**src/rtl/mdio_pkg.sv**
```systemverilog
package mdio_pkg;
  localparam int unsigned PHY_W    = 5;
  localparam int unsigned ADDR_W   = 21;
  localparam int unsigned DATA_W   = 16;
  localparam int unsigned FRAME_W  = 64;
  localparam int unsigned IDX_W    = 6;
  localparam int unsigned N_PHY    = 1 << PHY_W;

  // last driven cell index: full frame vs read frame (stops after register field)
  localparam logic [IDX_W-1:0] WR_LAST  = IDX_W'(FRAME_W - 1);
  localparam logic [IDX_W-1:0] RD_LAST  = IDX_W'(45);
  localparam logic [IDX_W-1:0] RX_LAST  = IDX_W'(DATA_W - 1);
  localparam logic [IDX_W-1:0] FLUSH_LAST = IDX_W'(31);

  localparam logic [1:0] OP22_RD = 2'b10;
  localparam logic [1:0] OP22_WR = 2'b01;
  localparam logic [1:0] OP45_AD = 2'b00;
  localparam logic [1:0] OP45_WR = 2'b01;
  localparam logic [1:0] OP45_RD = 2'b11;

  typedef enum logic [2:0] {
    SQ_IDLE,
    SQ_TX,
    SQ_TA,
    SQ_RX,
    SQ_TAIL
  } seq_st_e;

  function automatic logic [FRAME_W-1:0] mk_frame(
    input logic              ext,
    input logic [1:0]        op,
    input logic [PHY_W-1:0]  phy,
    input logic [4:0]        regf,
    input logic [DATA_W-1:0] data
  );
    return {32'hFFFF_FFFF, 1'b0, ~ext, op, phy, regf, 2'b10, data};
  endfunction
endpackage

```
**src/rtl/mdio_in_sync.sv**
```systemverilog
module mdio_in_sync (
  input  logic clk_i,
  input  logic rst_ni,
  input  logic d_i,
  output logic q_o
);
  logic [1:0] sync_q;

  always_ff @(posedge clk_i or negedge rst_ni) begin
    if (!rst_ni) sync_q <= 2'b11;
    else         sync_q <= {sync_q[0], d_i};
  end

  assign q_o = sync_q[1];
endmodule

```
**src/rtl/mdio_mdc_gen.sv**
```systemverilog
module mdio_mdc_gen #(
  parameter int unsigned HALF_CYC    = 63,
  parameter int unsigned RD_HIGH_CYC = 88
) (
  input  logic clk_i,
  input  logic rst_ni,
  input  logic run_i,
  input  logic long_hi_i,
  output logic mdc_o,
  output logic cell_end_o
);
  localparam int unsigned MAX_CYC = (RD_HIGH_CYC > HALF_CYC) ? RD_HIGH_CYC : HALF_CYC;
  localparam int unsigned CW      = $clog2(MAX_CYC) + 1;
  localparam logic [CW-1:0] LO_LAST  = CW'(HALF_CYC - 1);
  localparam logic [CW-1:0] HI_LAST  = CW'(HALF_CYC - 1);
  localparam logic [CW-1:0] HIR_LAST = CW'(RD_HIGH_CYC - 1);

  logic [CW-1:0] cnt_q;
  logic          mdc_q;
  logic [CW-1:0] hi_last;

  assign hi_last    = long_hi_i ? HIR_LAST : HI_LAST;
  assign cell_end_o = run_i && mdc_q && (cnt_q == hi_last);
  assign mdc_o      = mdc_q;

  always_ff @(posedge clk_i or negedge rst_ni) begin
    if (!rst_ni) begin
      cnt_q <= '0;
      mdc_q <= 1'b0;
    end else if (!run_i) begin
      cnt_q <= '0;
      mdc_q <= 1'b0;
    end else if (!mdc_q) begin
      if (cnt_q == LO_LAST) begin
        cnt_q <= '0;
        mdc_q <= 1'b1;
      end else begin
        cnt_q <= cnt_q + 1'b1;
      end
    end else if (cell_end_o) begin
      cnt_q <= '0;
      mdc_q <= 1'b0;
    end else begin
      cnt_q <= cnt_q + 1'b1;
    end
  end
endmodule

```
**src/rtl/mdio_frame_seq.sv**
```systemverilog
module mdio_frame_seq
  import mdio_pkg::*;
(
  input  logic              clk_i,
  input  logic              rst_ni,
  input  logic              req_valid_i,
  input  logic              req_write_i,
  input  logic              req_c45_i,
  input  logic [PHY_W-1:0]  req_phy_i,
  input  logic [ADDR_W-1:0] req_addr_i,
  input  logic [DATA_W-1:0] req_wdata_i,
  input  logic [N_PHY-1:0]  ta_ignore_i,
  input  logic              cell_end_i,
  input  logic              mdio_in_i,
  output logic              busy_o,
  output logic              done_o,
  output logic [DATA_W-1:0] rdata_o,
  output logic              mdio_o,
  output logic              oe_o
);
  seq_st_e             st_q;
  logic [FRAME_W-1:0]  sh_q;
  logic [IDX_W-1:0]    idx_q;
  logic [IDX_W-1:0]    tail_last_q;
  logic                rd_frame_q;
  logic                pend_q;
  logic                wr_q;
  logic [PHY_W-1:0]    phy_q;
  logic [4:0]          dev_q;
  logic [DATA_W-1:0]   wdata_q;
  logic [DATA_W-1:0]   rx_q;
  logic                ta_fail_q;
  logic                ta_ok;

  assign ta_ok  = !mdio_in_i || ta_ignore_i[phy_q];
  assign mdio_o = sh_q[FRAME_W-1];
  assign busy_o = (st_q != SQ_IDLE);

  always_ff @(posedge clk_i or negedge rst_ni) begin
    if (!rst_ni) begin
      st_q        <= SQ_IDLE;
      sh_q        <= '0;
      idx_q       <= '0;
      tail_last_q <= '0;
      rd_frame_q  <= 1'b0;
      pend_q      <= 1'b0;
      wr_q        <= 1'b0;
      phy_q       <= '0;
      dev_q       <= '0;
      wdata_q     <= '0;
      rx_q        <= '0;
      ta_fail_q   <= 1'b0;
      done_o      <= 1'b0;
      rdata_o     <= '0;
      oe_o        <= 1'b0;
    end else begin
      done_o <= 1'b0;
      unique case (st_q)
        SQ_IDLE: if (req_valid_i) begin
          wr_q      <= req_write_i;
          phy_q     <= req_phy_i;
          dev_q     <= req_addr_i[20:16];
          wdata_q   <= req_wdata_i;
          ta_fail_q <= 1'b0;
          idx_q     <= '0;
          oe_o      <= 1'b1;
          st_q      <= SQ_TX;
          if (req_c45_i) begin
            sh_q       <= mk_frame(1'b1, OP45_AD, req_phy_i, req_addr_i[20:16], req_addr_i[15:0]);
            rd_frame_q <= 1'b0;
            pend_q     <= 1'b1;
          end else begin
            sh_q       <= mk_frame(1'b0, req_write_i ? OP22_WR : OP22_RD, req_phy_i,
                                   req_addr_i[4:0], req_wdata_i);
            rd_frame_q <= !req_write_i;
            pend_q     <= 1'b0;
          end
        end
        SQ_TX: if (cell_end_i) begin
          sh_q <= sh_q << 1;
          if (idx_q == (rd_frame_q ? RD_LAST : WR_LAST)) begin
            oe_o        <= 1'b0;
            idx_q       <= '0;
            tail_last_q <= '0;
            st_q        <= rd_frame_q ? SQ_TA : SQ_TAIL;
          end else begin
            idx_q <= idx_q + 1'b1;
          end
        end
        SQ_TA: if (cell_end_i) begin
          idx_q <= '0;
          if (ta_ok) begin
            st_q <= SQ_RX;
          end else begin
            ta_fail_q   <= 1'b1;
            tail_last_q <= FLUSH_LAST;
            st_q        <= SQ_TAIL;
          end
        end
        SQ_RX: if (cell_end_i) begin
          rx_q <= {rx_q[DATA_W-2:0], mdio_in_i};
          if (idx_q == RX_LAST) begin
            idx_q       <= '0;
            tail_last_q <= '0;
            st_q        <= SQ_TAIL;
          end else begin
            idx_q <= idx_q + 1'b1;
          end
        end
        SQ_TAIL: if (cell_end_i) begin
          if (idx_q == tail_last_q) begin
            idx_q <= '0;
            if (pend_q) begin
              pend_q     <= 1'b0;
              sh_q       <= mk_frame(1'b1, wr_q ? OP45_WR : OP45_RD, phy_q, dev_q, wdata_q);
              rd_frame_q <= !wr_q;
              oe_o       <= 1'b1;
              st_q       <= SQ_TX;
            end else begin
              st_q   <= SQ_IDLE;
              done_o <= 1'b1;
              if (rd_frame_q) rdata_o <= ta_fail_q ? {DATA_W{1'b1}} : rx_q;
            end
          end else begin
            idx_q <= idx_q + 1'b1;
          end
        end
        default: st_q <= SQ_IDLE;
      endcase
    end
  end
endmodule

```
**src/rtl/mdio_master.sv**
```systemverilog
module mdio_master
  import mdio_pkg::*;
#(
  parameter int unsigned HALF_CYC    = 63,
  parameter int unsigned RD_HIGH_CYC = 88
) (
  input  logic        clk_i,
  input  logic        rst_ni,
  input  logic        req_valid_i,
  input  logic        req_write_i,
  input  logic        req_c45_i,
  input  logic [4:0]  req_phy_i,
  input  logic [20:0] req_addr_i,
  input  logic [15:0] req_wdata_i,
  input  logic [31:0] ta_ignore_i,
  output logic        busy_o,
  output logic        done_o,
  output logic [15:0] rdata_o,
  output logic        mdc_o,
  output logic        mdio_o,
  output logic        mdio_oe_o,
  input  logic        mdio_i
);
  logic mdio_s;
  logic cell_end;

  mdio_in_sync u_sync (
    .clk_i  (clk_i),
    .rst_ni (rst_ni),
    .d_i    (mdio_i),
    .q_o    (mdio_s)
  );

  // released cells get the stretched high phase for PHY output delay
  mdio_mdc_gen #(
    .HALF_CYC    (HALF_CYC),
    .RD_HIGH_CYC (RD_HIGH_CYC)
  ) u_mdc (
    .clk_i      (clk_i),
    .rst_ni     (rst_ni),
    .run_i      (busy_o),
    .long_hi_i  (!mdio_oe_o),
    .mdc_o      (mdc_o),
    .cell_end_o (cell_end)
  );

  mdio_frame_seq u_seq (
    .clk_i       (clk_i),
    .rst_ni      (rst_ni),
    .req_valid_i (req_valid_i),
    .req_write_i (req_write_i),
    .req_c45_i   (req_c45_i),
    .req_phy_i   (req_phy_i),
    .req_addr_i  (req_addr_i),
    .req_wdata_i (req_wdata_i),
    .ta_ignore_i (ta_ignore_i),
    .cell_end_i  (cell_end),
    .mdio_in_i   (mdio_s),
    .busy_o      (busy_o),
    .done_o      (done_o),
    .rdata_o     (rdata_o),
    .mdio_o      (mdio_o),
    .oe_o        (mdio_oe_o)
  );
endmodule

```
**config.mk**
```make
export PLATFORM = sky130hd
export DESIGN_NAME = mdio_master
export DESIGN_NICKNAME = d
export VERILOG_FILES = /design/src/rtl/mdio_pkg.sv /design/src/rtl/mdio_in_sync.sv /design/src/rtl/mdio_mdc_gen.sv /design/src/rtl/mdio_frame_seq.sv /design/src/rtl/mdio_master.sv
export SDC_FILE = /design/constraint.sdc
export NUM_CORES = 1
export LEC_CHECK = 0
export CELL_PAD_IN_SITES_DETAIL_PLACEMENT = 1
export CELL_PAD_IN_SITES_GLOBAL_PLACEMENT = 1
export CORE_MARGIN = 10
export CORE_UTILIZATION = 40
export DETAILED_ROUTE_END_ITERATION = 16
export DONT_BUFFER_PORTS = 1
export PLACE_DENSITY_LB_ADDON = 0.1
export RECOVER_POWER = 100
export SKIP_LAST_GASP = 1
export SYNTH_ARGS = -nofsm -noshare
export SYNTH_HDL_FRONTEND = slang
export SYNTH_SLANG_ARGS = --single-unit
export TNS_END_PERCENT = 100
```
**constraint.sdc**
```tcl
create_clock -name clk_i -period 4.7 [get_ports clk_i]
set_clock_uncertainty 0.05 [all_clocks]
set_input_delay 0.94 -clock clk_i [delete_from_list [all_inputs] [get_ports clk_i]]
set_output_delay 0.94 -clock clk_i [all_outputs]
set_load 0.005 [all_outputs]
```
==> results.ini, run 1 <==
[routing]
drt_first_pass_iters = 4
drc = 0
routed_wl_mm = 17.1
route.detailed.wl_per_inst_um = 19.6
num_vias = 4839
drt_iter0_drc = 284
viasPerCell = 5.54
ant_nets = 0

[global_routing]
grt_pass1_wl_mm = 28.8
grt_usage = 0.146
grt_max_degree = 150
overflow = 0
grt_pass1_vias = 5378
antenna_found_initial = 0

[yosys]
synth_area_um2 = 7550
synth_most_common_cell = dfrtp_1
synth_top_area_cell = dfrtp_1
synth_cells = 641
yosys_warnings = 0
synth.yosys.seq_area_share = 0.494
syn_nets = 724
yosys.area.top_type_share = 0.487
netlist-cell-type-count = 55
synth_async_sr_flop_share = 1.00
synthTopCellsByCount = 147 x dfrtp_1, 57 x mux2_2, 56 x mux2i_1, 48 x mux2_4, 39 x nand2_1
ys_ff_latch = 149
synth_edf_count = 0
synthFlopType = dfrtp_1
avgSynthCellArea_um2 = 11.8
ys_top_cells_by_area = dfrtp_1 49%, mux2_4 9.5%, mux2_2 8.5%

[clock_network]
clkSinkCount = 149
cts_root_buffer = clkbuf_16
cts_max_path_buffers = 2
clock_latency_ps = 430
post_cts_buffers = 0
cts.reportedPaths.clkPinSlew_ps = 60
cts_tree = done
ctsResizeCount = 0
cts_buffers = 17
h-tree-depth = 4
cts_hold_buffers = 0

[finish]
seq_area_um2 = 3730
drive_above_1_share = 0.171
fillers = 2021
multi_input_area_um2 = 3340
area_delta_synth_final_pct = 7.39
post-route-util = 0.435
fin_nets = 709
n_antenna_cell = 0

[power]
p_int_mw = 2.46
ir_drop_uv = 244
clock_power_share = 0.416
swShare = 0.254
switchingPower_mw = 0.837
p_total_mw = 3.30
p_leak_nw = 3.59
p_seq_frac = 0.478
comb_power_share = 0.106
p_per_area_nw_per_um2 = 407

[critical_path]
r2r-start = u_mdc.cnt_q[0]
critPathLaunchType = register
crit_required_ps = 4960
crit_chain = and4bb_2 > mux2i_1 > nor2_1 > a22oi_1 > nor4_4 > clkbuf_4 > mux2_2
r2r_cells = 7
crit_fanout = 64
critPathCaptureType = register
worstSetupPathType = register to register
worstReg2RegEnd = u_seq.sh_q[13]
crit_slowest_cell = clkbuf_4
cp.arrival_ps = 3740
r2r_setup_slack_ps = 1220
max_stage_delay_ps = 790

[die]
core_area_um2 = 18600
die_x_um = 157
start_util = 0.405
die_h_um = 157
io_pins = 101
rows = 50
dieArea_um2 = 24800

[sta]
setup_viol = 0
drv_slew = 0
holdWs_ps = 161
slew_headroom = 0.192
hold_viol = 0
max_freq_mhz = 287
finalCritPeriodShare = 0.741
rsz0062_at_grt = false
period_needed_ps = 3480
finalSetupTns_ps = 0
setup_ws_ps = 1220
worst_slew_pin_slew_ps = 1200

[run_status]
status = finished clean

[place]
gp_congestion = 0.787
post-place-ws_ps = 1550
port_buffers = 0
hpwl_mm = 11.2

[min_path]
worstHoldPathType = input pin to asynchronous set/reset pin

[job]
drv_cap = 0

-- critical path, delay by kind of cell, from the launching register on --
kind	cells	cell delay, ps
AND/OR/NAND/NOR	3	1170
buffers and inverters	1	790
multiplexers	2	590
flip-flops	1	470
AO/OA/AOI/OAI	1	250
-- power groups by stage --
| stage | clock network, mW | registers [mW] | logic [mW] |
|---|---|---|---|
| final | 1.37 | 1.58 | 0.351 |
| after floorplan | 0 | 1.55 | 0.371 |
| after CTS | 1.42 | 1.58 | 0.415 |
| after global routing | 1.48 | 1.60 | 0.411 |
| after detailed placement | 0 | 1.60 | 0.411 |
| after global placement | 0 | 1.59 | 0.393 |
-- final cells by class --
| cell class | count | share of cell area |
|---|---|---|
| Clock buffer | 19 | 0.0558 |
| Tap cell | 234 | 0.0361 |
| Timing Repair Buffer | 5 | 0.00463 |
| Inverter | 29 | 0.0134 |
| Multi-Input combinational cell | 424 | 0.412 |
| Sequential cell | 149 | 0.460 |
| Clock inverter | 13 | 0.0182 |
-- layer usage --
| metal | vias up | share of wire | track usage |
|---|---|---|---|
| met2 | 82 | 0.50 | 0.237 |
| met4 | 0 | 0.014 | 0.0503 |
| met1 | 2471 | 0.42 | 0.170 |
| met3 | 18 | 0.073 | 0.0606 |
| met5 | - | 0 | 0 |
| li1 | 2268 | - | - |
-- per-stage QoR --
stage          cell area [um^2]  cells
5_1_grt                    8110    873
3_5_place_dp               7710    841
2_1_floorplan              7550    641
3_3_place_gp               7710    841
6_report                   8110    873
4_1_cts                    8310    873
-- worst max path at each step --
| stage | startpoint | to | slack [ps] | cells after the start |
|---|---|---|---|---|
| floorplan | req_c45_i | u_seq.sh_q[10] | 2290 | 5 |
| global placement | u_mdc.cnt_q[0] | u_seq.sh_q[11] | 1660 | 7 |
| detailed placement | u_seq.st_q[2] | u_seq.idx_q[5] | 1550 | 6 |
| CTS | u_seq.st_q[2] | u_seq.idx_q[4] | 1510 | 6 |
| global route | u_mdc.cnt_q[0] | u_seq.sh_q[0] | 940 | 7 |
| finish | u_mdc.cnt_q[0] | u_seq.sh_q[13] | 1220 | 7 |
-- cells in the final DEF, fill, tap and decap left out, types with 4 or more instances in the layout --
cell / Yosys / final
nand3_1: 12 / 12
nand2b_1: 5 / 5
nand2_1: 39 / 39
a21oi_1: 13 / 13
dfrtp_1: 147 / 147
mux2_2: 57 / 57
clkbuf_16: 0 / 17
mux2_1: 0 / 48
a22oi_1: 31 / 31
inv_1: 29 / 29
mux2i_1: 56 / 57
or3_1: 32 / 32
buf_4: 1 / 4
xor2_1: 5 / 5
nor2b_1: 6 / 6
clkinvlp_4: 0 / 4
nor2_1: 33 / 32
o21ai_0: 32 / 32
-- sequential cells by signal (all words and copies together), names as in the netlist --
signal             count
u_seq.sh_q            64
u_seq.rdata_o         16
u_seq.rx_q            16
u_seq.wdata_q         16
u_mdc.cnt_q            8
u_seq.idx_q            6
u_seq.dev_q            5
u_seq.phy_q            5
u_seq.st_q             3
u_sync.sync_q          2
u_mdc.mdc_o            1
u_seq.done_o           1
u_seq.oe_o             1
u_seq.pend_q           1
u_seq.rd_frame_q       1
u_seq.ta_fail_q        1
u_seq.tail_last_q      1
u_seq.wr_q             1
-- logic make-up (layout without fill, tap and decap cells) --
group,count (synthesis),count (layout),synth area share
multiplexers,162,162,0.256
AND/OR/NAND/NOR,156,156,0.113
flip-flops,149,149,0.494
AO/OA/AOI/OAI,97,97,0.0835
buffers and inverters,68,66,0.0411
XOR/XNOR,6,6,0.00696
adder cells (fa/ha/maj),3,3,0.00497
Note: power is estimated with default switching activity, not from simulation.
==> run 2, diff against run 1 <==
==> constraint.sdc (replaced) <==
create_clock -name clk_i -period 3.2 [get_ports clk_i]
set_clock_uncertainty 0.05 [all_clocks]
set_input_delay 0.64 -clock clk_i [delete_from_list [all_inputs] [get_ports clk_i]]
set_output_delay 0.64 -clock clk_i [all_outputs]
set_load 0.005 [all_outputs]
==> run 2 against run 1 <==
Net effect: first-iteration DRC count is 11% higher; setup slack got worse by 730 ps; flip-flop and latch count is the same; sequential share of layout area shrank 0.37 points; highest routed layer unchanged; final cell count up 0.46%; critical path depth unchanged; fmax is 29% higher; total power rose by 51%; clock power up 57%; the run now ends with negative hold slack left; via count grew 0.83%; hold slack got worse by 300 ps; global-route usage increased by 0.32 points.
==> results.ini, run 2 (same netlist as run 1, synthesis figures left out) <==
[critical_path]
max_stage_delay_ps = 470  ; was 790 ps
r2r-start = u_mdc.cnt_q[0]  ; unchanged
cp.arrival_ps = 2970  ; was 3740 ps
setup.worst_path.end = u_seq.sh_q[19]  ; was u_seq.sh_q[13]
cpLargestDelayFamily = simple AND/OR/NAND/NOR gates  ; unchanged
crit_chain = and4bb_2 > mux2i_1 > o21ai_0 > a22oi_1 > nor4_4 > buf_12 > mux2_1  ; was and4bb_2 > mux2i_1 > nor2_1 > a22oi_1 > nor4_4 > clkbuf_4 > mux2_2
r2r_cells = 7  ; unchanged
critPathLaunchType = register  ; unchanged
crit_fanout = 64  ; unchanged
worstSetupPathType = register to register  ; unchanged
critPathLaunch = u_mdc.cnt_q[0]  ; unchanged
crit_slowest_cell = dfrtp_1  ; was clkbuf_4
crit_buf_inv = 1  ; unchanged
critical_path_depth = 7  ; unchanged
worstReg2RegEnd = u_seq.sh_q[19]  ; was u_seq.sh_q[13]
crit_required_ps = 3460  ; was 4960 ps
critPathCaptureType = register  ; unchanged
r2r_setup_slack_ps = 490  ; was 1220 ps

[global_routing]
grt_pass1_wl_mm = 29.3  ; was 28.8 mm
grt_usage = 0.149  ; was 0.146
grt_max_degree = 150  ; unchanged
grt_pass1_vias = 5504  ; was 5378
overflow = 0  ; unchanged
antenna_found_initial = 0  ; unchanged

[sta]
worst_slew_pin_slew_ps = 916  ; was 1200 ps
hold_viol = 147  ; was 0
setup_viol = 0  ; unchanged
holdWs_ps = -139  ; was 161 ps
drv_slew = 0  ; unchanged
period_needed_ps = 2710  ; was 3480 ps
max_freq_mhz = 369  ; was 287 MHz
slew_headroom = 0.389  ; was 0.192
rsz0062_at_grt = false  ; unchanged
finalCritPeriodShare = 0.846  ; was 0.741
finalSetupTns_ps = 0  ; unchanged

[routing]
drt_iter0_drc = 316  ; was 284
drc = 0  ; unchanged
ant_nets = 0  ; unchanged
drt_first_pass_iters = 4  ; unchanged
num_vias = 4879  ; was 4839
viasPerCell = 5.56  ; was 5.54
routed_wl_mm = 17.4  ; was 17.1 mm
route.detailed.wl_per_inst_um = 19.9  ; was 19.6 um

[die]
die_x_um = 157  ; unchanged
dieArea_um2 = 24800  ; unchanged
io_pins = 101  ; unchanged
rows = 50  ; unchanged
start_util = 0.405  ; unchanged
core_area_um2 = 18600  ; unchanged
die_h_um = 157  ; unchanged

[clock_network]
cts_max_path_buffers = 2  ; unchanged
clkSinkCount = 149  ; unchanged
post_cts_buffers = 0  ; unchanged
clock_latency_ps = 430  ; about the same
cts_tree = done  ; unchanged
cts_buffers = 17  ; unchanged
cts.reportedPaths.clkPinSlew_ps = 60  ; about the same
cts_root_buffer = clkbuf_16  ; unchanged
h-tree-depth = 4  ; unchanged
ctsResizeCount = 0  ; unchanged

[finish]
drive_above_1_share = 0.174  ; was 0.171
layout_common_cells = 147 x dfrtp_1, 57 x mux2i_1, 57 x mux2_2  ; unchanged
regMostFlops = u_seq.sh_q  ; unchanged
post-route-util = 0.439  ; was 0.435
largest_reg_flops = 64  ; unchanged
final_common_cell = dfrtp_1  ; unchanged
fillers = 1991  ; was 2021
fin_nets = 714  ; was 709
area_delta_synth_final_pct = 8.27  ; was 7.39%
n_antenna_cell = 0  ; unchanged

[min_path]
worstHoldPathType = input pin to asynchronous set/reset pin  ; unchanged

[job]
drv_cap = 0  ; unchanged

[power]
ir_drop_uv = 376  ; was 244 uV
p_leak_nw = 3.63  ; was 3.59 nW
p_per_area_nw_per_um2 = 609  ; was 407 nW/um^2
p_total_mw = 4.98  ; was 3.30 mW

[place]
port_buffers = 0  ; unchanged
hpwl_mm = 11.3  ; was 11.2 mm
gp_congestion = 0.782  ; was 0.787

[run_status]
violations = negative hold slack
status = finished with violations  ; was finished clean

## run 2: cell count changes in the layout (fill, tap and decap cells not counted), moves of 2 or more
cell        delta
buf_4          +2
bufinv_16      +2
clkbuf_2       +2
clkbuf_8       -2
clkinv_4       -2
clkinvlp_4     -2
## run 2: area by class of cell
class	count	area, um^2	area share
inverters	29	109	0.0133
well taps	234	293	0.0358
multi-input cells	424	3340	0.409
clock buffers	17	425	0.0520
flip-flops and latches	149	3730	0.456
clock inverters	14	200	0.0245
repair buffers	10	78.8	0.00964
## run 2: how the worst min path moves through the flow
stage | from | endpoint | slack, ps | cells past startpoint
final | rst_ni | u_mdc.mdc_o | -140 | 0
after global routing | rst_ni | u_mdc.cnt_q[4] | -160 | 0
after floorplan | rst_ni | u_mdc.cnt_q[0] | 290 | 0
after detailed placement | rst_ni | u_mdc.cnt_q[4] | 300 | 0
after global placement | rst_ni | u_mdc.cnt_q[3] | 300 | 0
after CTS | rst_ni | u_mdc.cnt_q[1] | -160 | 0
## run 2: worst reg2reg max path, delay by kind of cell, from the launching register on
kind                   cells  cell delay, ps
AO/OA/AOI/OAI              2             460
buffers and inverters      1             370
flip-flops                 1             470
multiplexers               2             590
AND/OR/NAND/NOR            2             660
## run 2: through the flow
step                      setup slack, ps  area (um^2)  hold WS (ps)  std cells
final                                 491         8180          -139        877
after global routing                  331         8180          -162        877
after CTS                             543         8370          -163        877
after detailed placement              640         7740           298        846
after global placement                668         7740           296        846
after floorplan                       808         7550           294        641
## run 2: where the power goes
group | internal, mW | switching (mW) | total, mW
Sequential | 2.11 | 0.197 | 2.31
Combinational | 0.304 | 0.216 | 0.520
Clock | 1.31 | 0.834 | 2.15
Total | 3.73 | 1.25 | 4.98
## run 2: layer usage
layer / wire, um / up-vias / global-route usage
met4: 244 / 0 / 0.0490
met2: 8870 / 96 / 0.248
met5: 0 / - / 0
li1: - / 2277 / -
met1: 6860 / 2492 / 0.166
met3: 1450 / 14 / 0.0682
==> run 3, diff against run 2 <==
==> constraint.sdc (replaced) <==
create_clock -name clk_i -period 2.8 [get_ports clk_i]
set_clock_uncertainty 0.05 [all_clocks]
set_input_delay 0.56 -clock clk_i [delete_from_list [all_inputs] [get_ports clk_i]]
set_output_delay 0.56 -clock clk_i [all_outputs]
set_load 0.005 [all_outputs]
==> run 3 against run 2 <==
Net effect: the run still ends with negative hold slack left; global-route usage fell by 0.54 points; critical path depth down 1; flip-flop and latch count stayed put; count of clock-buffer cells in the layout rose by 1; clock power is 4% higher; via count down 0.29%; core utilization shrank 0.060 points; critical endpoint is now u_seq.sh_q[29].
==> results.ini, run 3 (same netlist as run 1, synthesis figures left out) <==
[power]
swShare = 0.265  ; was 0.251
p_total_mw = 5.46  ; was 4.98 mW
p_per_area_nw_per_um2 = 669  ; was 609 nW/um^2
p_int_mw = 4.01  ; was 3.73 mW
p_seq_frac = 0.483  ; was 0.464
clock_power_share = 0.408  ; was 0.431
switchingPower_mw = 1.45  ; was 1.25 mW
comb_power_share = 0.109  ; was 0.105
ir_drop_uv = 450  ; was 376 uV
p_leak_nw = 3.62  ; was 3.63 nW

[clock_network]
cts_root_buffer = clkbuf_16  ; unchanged
cts_tree = done  ; unchanged
cts_max_path_buffers = 2  ; unchanged
clkSinkCount = 149  ; unchanged
clock_latency_ps = 430  ; about the same
h-tree-depth = 4  ; unchanged
cts_buffers = 17  ; unchanged
ctsResizeCount = 0  ; unchanged
post_cts_buffers = 0  ; unchanged
cts.reportedPaths.clkPinSlew_ps = 70  ; was 60 ps

[die]
start_util = 0.405  ; unchanged
rows = 50  ; unchanged
dieArea_um2 = 24800  ; unchanged
die_x_um = 157  ; unchanged
core_area_um2 = 18600  ; unchanged
io_pins = 101  ; unchanged
die_h_um = 157  ; unchanged

[job]
drv_cap = 0  ; unchanged

[sta]
rsz0062_at_grt = false  ; unchanged
finalSetupTns_ps = 0  ; unchanged
holdWs_ps = -223  ; was -139 ps
finalCritPeriodShare = 0.928  ; was 0.846
slew_headroom = 0.349  ; was 0.389
setup_viol = 0  ; unchanged
worst_slew_pin_slew_ps = 971  ; was 916 ps
period_needed_ps = 2600  ; was 2710 ps
setup_ws_ps = 201  ; was 491 ps
hold_viol = 147  ; unchanged
max_freq_mhz = 385  ; was 369 MHz
drv_slew = 0  ; unchanged

[routing]
drt_iter0_drc = 222  ; was 316
drt_first_pass_iters = 4  ; unchanged
route.detailed.wl_per_inst_um = 19.3  ; was 19.9 um
ant_nets = 0  ; unchanged
drc = 0  ; unchanged
viasPerCell = 5.50  ; was 5.56
num_vias = 4865  ; was 4879
routed_wl_mm = 17.1  ; was 17.4 mm

[finish]
fillers = 2022  ; was 1991
drive_above_1_share = 0.183  ; was 0.174
multi_input_area_um2 = 3340  ; about the same
seq_area_um2 = 3730  ; unchanged
regMostFlops = u_seq.sh_q  ; unchanged
fin_nets = 720  ; was 714
final_cells = 884  ; was 877
layout_common_cells = 147 x dfrtp_1, 57 x mux2_2, 56 x mux2i_1  ; was 147 x dfrtp_1, 57 x mux2i_1, 57 x mux2_2
area_delta_synth_final_pct = 8.12  ; was 8.27%
final_common_cell = dfrtp_1  ; unchanged
n_antenna_cell = 0  ; unchanged
post-route-util = 0.438  ; was 0.439
largest_reg_flops = 64  ; unchanged

[global_routing]
grt_max_degree = 150  ; unchanged
grt_pass1_vias = 5404  ; was 5504
overflow = 0  ; unchanged
grt_pass1_wl_mm = 28.5  ; was 29.3 mm
antenna_found_initial = 0  ; unchanged
grt_usage = 0.144  ; was 0.149

[critical_path]
crit_required_ps = 3060  ; was 3460 ps
crit_fanout = 34  ; was 64
worstSetupPathType = register to register  ; unchanged
cp.arrival_ps = 2860  ; was 2970 ps
critPathLaunchType = register  ; unchanged
critPathCaptureType = register  ; unchanged

[place]
post-place-ws_ps = 208  ; was 640 ps
hpwl_mm = 11.4  ; was 11.3 mm
port_buffers = 0  ; unchanged
placed_cells = 852  ; was 846
gp_congestion = 0.834  ; was 0.782

[run_status]
violations = negative hold slack  ; unchanged
status = finished with violations  ; unchanged

[min_path]
worstHoldPathType = input pin to asynchronous set/reset pin  ; unchanged

-- run 3: power groups by stage --
stage               sequential (mW)  clock, mW  combinational, mW
floorplan                      2.60          0              0.623
global placement               2.67          0              0.665
detailed placement             2.68          0              0.693
CTS                            2.65       2.30              0.697
global route                   2.68       2.38              0.693
finish                         2.64       2.23              0.595
-- run 3: worst paths after layout --
path | endpoint | cells past startpoint | slack (ps) | start
setup / recovery | u_seq.sh_q[29] | 6 | 200 | u_seq.st_q[0]
hold / removal | u_mdc.cnt_q[3] | 0 | -220 | rst_ni
setup reg to reg | u_seq.sh_q[29] | 6 | 200 | u_seq.st_q[0]
hold reg to reg | u_sync.sync_q[1] | 0 | 310 | u_sync.sync_q[0]
max in group asynchronous | u_sync.sync_q[0] | 0 | 2590 | rst_ni
min in group clk_i | u_sync.sync_q[0] | 0 | 80 | mdio_i
-- run 3: metrics by stage --
stage	hold slack (ps)	cell area, um^2
floorplan	214	7550
global placement	225	7790
CTS	-244	8360
global route	-251	8170
detailed placement	226	7790
finish	-223	8170
-- run 3: layer usage --
layer,share of wire,GRT usage,vias up,wire length (um)
met5,0,0,-,0
met4,0.017,0.0521,0,295
met3,0.073,0.0598,23,1250
met2,0.49,0.226,84,8300
met1,0.42,0.172,2472,7240
li1,-,-,2286,-
-- run 3: cell type report --
class | instances | share of cell area
clock buffer | 18 | 0.0526
clock inverter | 14 | 0.0173
inverter | 29 | 0.0133
multi-input combinational | 424 | 0.410
sequential | 149 | 0.457
tap | 234 | 0.0359
timing repair buffer | 16 | 0.0146
-- run 3: worst max-delay path: stages (launching register included) --
cell and delay [ps]:
dfrtp_1 580, nand2b_1 160, clkbuf_4 290, nor2_2 540, nor2_1 260, a221o_1 340
mux2_4 250
